==> src/rtl/aif_pkg.sv <==
package aif_pkg;
  localparam int AIF_BW         = 8;
  localparam int AIF_HOST_BYTES = 5;
  localparam int AIF_PAYLOAD    = 10;
  localparam int AIF_PREFIX     = 4;   // three header bytes plus checksum

  localparam logic [7:0] AIF_HDR_TYPE = 8'h84;
  localparam logic [7:0] AIF_HDR_VER  = 8'h01;
  localparam logic [7:0] AIF_HDR_LEN  = 8'h0A;
  localparam logic [7:0] AIF_CA_8CH   = 8'h13;
  localparam logic [2:0] AIF_CC_8CH   = 3'd7;

  localparam int AIF_CC_BYTE = 0;      // data byte 1
  localparam int AIF_CA_BYTE = 3;      // data byte 4

  // Counts 2..6 (three to seven channels) collapse onto the 8-channel code.
  function automatic logic [7:0] aif_fix_cc(input logic [7:0] b);
    return (b[2:0] > 3'd1) ? {b[7:3], AIF_CC_8CH} : b;
  endfunction

  function automatic logic [7:0] aif_fix_ca(input logic [7:0] b);
    return (b != 8'h00) ? AIF_CA_8CH : 8'h00;
  endfunction

  function automatic logic [7:0] aif_checksum(
      input logic [AIF_HOST_BYTES-1:0][7:0] d);
    logic [7:0] acc;
    acc = AIF_HDR_TYPE + AIF_HDR_VER + AIF_HDR_LEN;
    for (int i = 0; i < AIF_HOST_BYTES; i++) acc = acc + d[i];
    return 8'h00 - acc;
  endfunction
endpackage

==> src/rtl/aif_field_regs.sv <==
module aif_field_regs
  import aif_pkg::*;
#(
  parameter int BW = AIF_BW,
  parameter int NB = AIF_HOST_BYTES,
  localparam int SEL_W = 3
) (
  input  logic                  clk,
  input  logic                  rst_n,
  input  logic                  we,
  input  logic [SEL_W-1:0]      sel,
  input  logic [BW-1:0]         wdata,
  output logic [NB-1:0][BW-1:0] fields,
  output logic [BW-1:0]         csum
);
  for (genvar i = 0; i < NB; i++) begin : g_byte
    logic [BW-1:0] fixed;
    if (i == AIF_CC_BYTE) begin : g_cc
      assign fixed = aif_fix_cc(wdata);
    end else if (i == AIF_CA_BYTE) begin : g_ca
      assign fixed = aif_fix_ca(wdata);
    end else begin : g_raw
      assign fixed = wdata;
    end

    always_ff @(posedge clk) begin
      if (!rst_n)                          fields[i] <= '0;
      else if (we && (int'(sel) == i))     fields[i] <= fixed;
    end
  end

  assign csum = aif_checksum(fields);
endmodule

==> src/rtl/aif_pkt_ctrl.sv <==
module aif_pkt_ctrl #(
  parameter int PKT_LEN = 14,
  localparam int IDX_W = $clog2(PKT_LEN),
  localparam logic [IDX_W-1:0] LAST_IDX = IDX_W'(PKT_LEN - 1)
) (
  input  logic             clk,
  input  logic             rst_n,
  input  logic             ctl_we,
  input  logic             ctl_enable,
  input  logic             ctl_repeat,
  input  logic             frame_tick,
  output logic             busy,
  output logic [IDX_W-1:0] idx,
  output logic             pkt_start,
  output logic             pkt_done,
  output logic             en_q,
  output logic             rep_q
);
  assign pkt_start = frame_tick && en_q && !busy;
  assign pkt_done  = busy && (idx == LAST_IDX);

  always_ff @(posedge clk) begin
    if (!rst_n) begin
      busy <= 1'b0;
      idx  <= '0;
    end else if (pkt_start) begin
      busy <= 1'b1;
      idx  <= '0;
    end else if (busy) begin
      busy <= !pkt_done;
      idx  <= pkt_done ? '0 : idx + 1'b1;
    end
  end

  always_ff @(posedge clk) begin
    if (!rst_n) begin
      en_q  <= 1'b0;
      rep_q <= 1'b0;
    end else if (ctl_we) begin
      en_q  <= ctl_enable;
      rep_q <= ctl_repeat;
    end else if (pkt_done && !rep_q) begin
      en_q  <= 1'b0;
    end
  end
endmodule

==> src/rtl/aif_byte_mux.sv <==
module aif_byte_mux
  import aif_pkg::*;
#(
  parameter int BW = AIF_BW,
  parameter int NB = AIF_HOST_BYTES,
  parameter int IDX_W = 4
) (
  input  logic [IDX_W-1:0]      idx,
  input  logic [NB-1:0][BW-1:0] fields,
  input  logic [BW-1:0]         csum,
  output logic [BW-1:0]         byte_o
);
  always_comb begin
    byte_o = '0;
    case (int'(idx))
      0: byte_o = AIF_HDR_TYPE;
      1: byte_o = AIF_HDR_VER;
      2: byte_o = AIF_HDR_LEN;
      3: byte_o = csum;
      default: begin
        for (int i = 0; i < NB; i++)
          if (int'(idx) == AIF_PREFIX + i) byte_o = fields[i];
      end
    endcase
  end
endmodule

==> src/rtl/aif_pkt_gen.sv <==
module aif_pkt_gen
  import aif_pkg::*;
#(
  parameter int BW = AIF_BW,
  parameter int NB = AIF_HOST_BYTES,
  parameter int PAYLOAD = AIF_PAYLOAD,
  localparam int PKT_LEN = AIF_PREFIX + PAYLOAD,
  localparam int IDX_W = $clog2(PKT_LEN)
) (
  input  logic          clk,
  input  logic          rst_n,
  input  logic          fld_we,
  input  logic [2:0]    fld_sel,
  input  logic [BW-1:0] fld_wdata,
  input  logic          ctl_we,
  input  logic          ctl_enable,
  input  logic          ctl_repeat,
  input  logic          frame_tick,
  output logic          out_valid,
  output logic [BW-1:0] out_byte,
  output logic          out_last
);
  logic [NB-1:0][BW-1:0] fields;
  logic [BW-1:0]         csum;
  logic [BW-1:0]         mux_byte;
  logic [IDX_W-1:0]      seq_idx;
  logic                  busy, pkt_start, pkt_done, en_q, rep_q;

  aif_field_regs #(.BW(BW), .NB(NB)) u_regs (
    .clk(clk), .rst_n(rst_n), .we(fld_we), .sel(fld_sel),
    .wdata(fld_wdata), .fields(fields), .csum(csum)
  );

  aif_pkt_ctrl #(.PKT_LEN(PKT_LEN)) u_ctrl (
    .clk(clk), .rst_n(rst_n), .ctl_we(ctl_we), .ctl_enable(ctl_enable),
    .ctl_repeat(ctl_repeat), .frame_tick(frame_tick), .busy(busy),
    .idx(seq_idx), .pkt_start(pkt_start), .pkt_done(pkt_done),
    .en_q(en_q), .rep_q(rep_q)
  );

  aif_byte_mux #(.BW(BW), .NB(NB), .IDX_W(IDX_W)) u_mux (
    .idx(seq_idx), .fields(fields), .csum(csum), .byte_o(mux_byte)
  );

  assign out_valid = busy;
  assign out_last  = pkt_done;
  assign out_byte  = busy ? mux_byte : '0;
endmodule

==> config.mk <==
export PLATFORM = sky130hd
export DESIGN_NAME = aif_pkt_gen
export DESIGN_NICKNAME = d
export VERILOG_FILES = /design/src/rtl/aif_pkg.sv /design/src/rtl/aif_field_regs.sv /design/src/rtl/aif_pkt_ctrl.sv /design/src/rtl/aif_byte_mux.sv /design/src/rtl/aif_pkt_gen.sv
export SDC_FILE = /design/constraint.sdc
export NUM_CORES = 1
export LEC_CHECK = 0
export ABC_AREA = 1
export ABC_CLOCK_PERIOD_IN_PS = 9270
export BUFFER_PORTS_ARGS = -buffer_cell sky130_fd_sc_hd__buf_4
export CORE_MARGIN = 2
export CORE_UTILIZATION = 29
export CTS_BUF_LIST = sky130_fd_sc_hd__clkbuf_8
export DETAILED_ROUTE_END_ITERATION = 8
export PLACE_DENSITY = 0.5
export RECOVER_POWER = 50
export SYNTH_ARGS = -nofsm -noshare
export SYNTH_HDL_FRONTEND = slang
export SYNTH_SLANG_ARGS = --single-unit
export TNS_END_PERCENT = 100
==> constraint.sdc <==
create_clock -name clk -period 9.27 [get_ports clk]
set_clock_uncertainty 0.1 [all_clocks]
set_input_delay 0.4635 -clock clk [delete_from_list [all_inputs] [get_ports clk]]
set_output_delay 0.4635 -clock clk [all_outputs]
set_load 0.05 [all_outputs]
==> qor.yml <==
run_status:
  status: "completed"
synth:
  synth_top_area_share_pct: 27.7
  synth_area_leader_cell: "dfxtp_1"
  synth_async_sr_flop_share_pct: 0
  netlist_instances: 385
  synth_edf_count: 0
  mappedNetlistNets: 439
  avgSynthCellArea_sq_um: 7.33
  synth_seq_cells: 39
  seq_area_frac_synth_pct: 27.7
  synth_ff_type: "dfxtp_1"
  synth_common_cells: "inv_1, nand2_1, a21oi_1"
  synthMostInstantiatedCell: "inv_1"
  syn_area_sq_mm: 0.00282
  ys_types: 33
  yosys_warnings: 0
  synthTopCellsByArea: "dfxtp_1, fa_1, inv_1, ha_1, a21oi_1"
timing:
  post-route-period-util_pct: 45.4
  worst_slack_ns: 5.06
  tightestPinTransition_ns: 1.24
  slew_viol_final: 0
  finalHoldViolCount: 0
  grt_setup_unrepaired: "false"
  post-route-min-period_ns: 4.21
  setup_viol: 0
  setup_tns_ns: 0
  slew_headroom_pct: 17.6
  max_freq_mhz: 238
detailed_routing:
  drc_errors: 0
  vias: 2507
  wire_per_inst_um: 13.6
  wl_um: 7490
  ant_nets: 0
  drt-vias-per-instance: 4.57
  dr.pass1.iters: 4
  drtIter0Drc: 188
hold_path:
  hp-class: "primary input to register"
die:
  coreArea_sq_mm: 0.00959
  fp.dieH_um: 103
  rows: 36
  dieArea_sq_mm: 0.0105
  start_util_pct: 29.4
  ios: 28
  die_x_um: 103
global_route:
  grt_pass1_wl_um: 12100
  antenna_found_initial: 0
  grt-ovfl-total: 0
  grt_pass1_vias: 2294
  grt_max_degree: 36
  track_usage_pct: 15.0
finish:
  fin_nets: 469
  syn_to_final_growth_pct: 16.8
  diodes: 0
  layout-drive-gt1-share_pct: 13.2
  fillers: 1025
clock_network:
  ctsResizeCount: 0
  cts.clk_slew.worst_paths_ns: 0.09
  insertion_delay_ns: 0.30
  cts_buffers: 5
  cts_hold_buffers: 0
  cts_buffer_depth: 2
  cts_tree: "yes"
  clock-sinks: 39
  cts_root_buf: "clkbuf_8"
  h-tree-depth: 2
  cts_setup_buffers: 0
pwr:
  leakagePower_nw: 1.52
  vdd_drop_max_v: 0.0000472
  power_density_mw_per_mm2: 126
setup_path:
  crit_type: "register to primary output"
  cp_max_fo: 3
  cp_data_arrival_time_ns: 3.65
  start_kind: "register"
  required_ns: 8.71
  end_kind: "primary output"
placed_design:
  place_ws_ns: 5.38
  io_buffer_count: 27
  place_congestion: 0.882
  dp_hpwl_um: 6110
job:
  cap_violations: 0
[worst max-delay path, cell delays in order, from the launching register on]
cell and delay (ns):
dfxtp_1 0.32, inv_1 0.07, fa_1 0.51, fa_1 0.52, inv_1 0.05, fa_1 0.52
inv_1 0.07, fa_1 0.43, nand2_1 0.09, nand2_1 0.06, a21oi_1 0.15, xnor2_1 0.14
nand2_1 0.06, a21oi_1 0.14, buf_4 0.22
[logic make-up after synthesis]
group                      synth area share, %
and+or+nand+nor                           18.9
AOI/OAI and AO/OA                         19.8
buffers and inverters                     11.9
DFF                                       27.7
adders and majority gates                 20.5
xor gates and xnor gates                  1.24
[metal layers]
layer  vias to the layer above  share of wire [%]  track usage [%]
li1                       1297                  -                -
met1                      1151                 51             22.5
met2                        55                 44             23.1
met3                         4                3.9             2.03
met4                         0               0.35             2.77
met5                         -                  0                0
[cells in the final DEF (no fill, tap or decap), types with 3 or more instances in the layout]
cell type | Yosys | layout
fa_1 | 17 | 17
ha_1 | 19 | 19
nor2_4 | 4 | 4
nand2_1 | 55 | 55
buf_4 | 0 | 27
inv_2 | 3 | 3
inv_1 | 77 | 77
o21ai_0 | 37 | 37
clkbuf_8 | 0 | 6
o21ai_1 | 6 | 6
a21oi_1 | 44 | 44
o211ai_1 | 5 | 5
a211oi_1 | 3 | 3
nor2_1 | 24 | 24
nor3_1 | 4 | 4
dfxtp_1 | 39 | 39
nand3_1 | 20 | 20
[per-stage QoR]
step | instances | instance area, sq um | utilization [%] | hold WS, ns | power, W
finish | 549 | 3300 | 34.4 | 0.315 | 0.000417
global route | 549 | 3300 | 34.4 | 0.341 | 0.000444
CTS | 549 | 3300 | 34.4 | 0.315 | 0.000421
detailed placement | 541 | 3180 | 33.1 | 0.360 | 0.000268
global placement | 541 | 3180 | 33.1 | 0.350 | 0.000267
floorplan | 385 | 2820 | - | 0.340 | 0.000242
[where the power goes]
group	switching [W]	internal, W	total, W
registers	0.00000524	0.000173	0.000179
clock network	0.0000641	0.0000886	0.000153
logic	0.0000508	0.0000344	0.0000853
total	0.000120	0.000296	0.000417
[state kept, by name, indices dropped and copies added, names as in the netlist]
signal / cells
u_regs.fields: 32
u_ctrl.en_q: 1
u_ctrl.idx: 4
u_ctrl.rep_q: 1
u_ctrl.busy: 1
[final timing paths]
check,startpoint,to,slack [ns],cells after the start
worst max-delay path,u_regs.fields[3],out_byte[6],5.06,14
worst min-delay path,ctl_we,u_ctrl.rep_q,0.31,3
worst min register to register,u_ctrl.rep_q,u_ctrl.rep_q,0.37,2
worst max register to register,u_ctrl.busy,u_ctrl.idx[2],7.63,5
[area by class of cell]
type                       instances  area [sq um]  share of cell area (%)
clock buffer                       6          82.6                    2.51
clock inverter                     2          38.8                    1.18
timing repair buffer              28           206                    6.26
sequential                        39           781                    23.7
inverter                          82           315                    9.57
tap                              133           166                    5.05
multi-input combinational        259          1710                    51.7
Note: power is estimated with default switching activity, not from simulation.
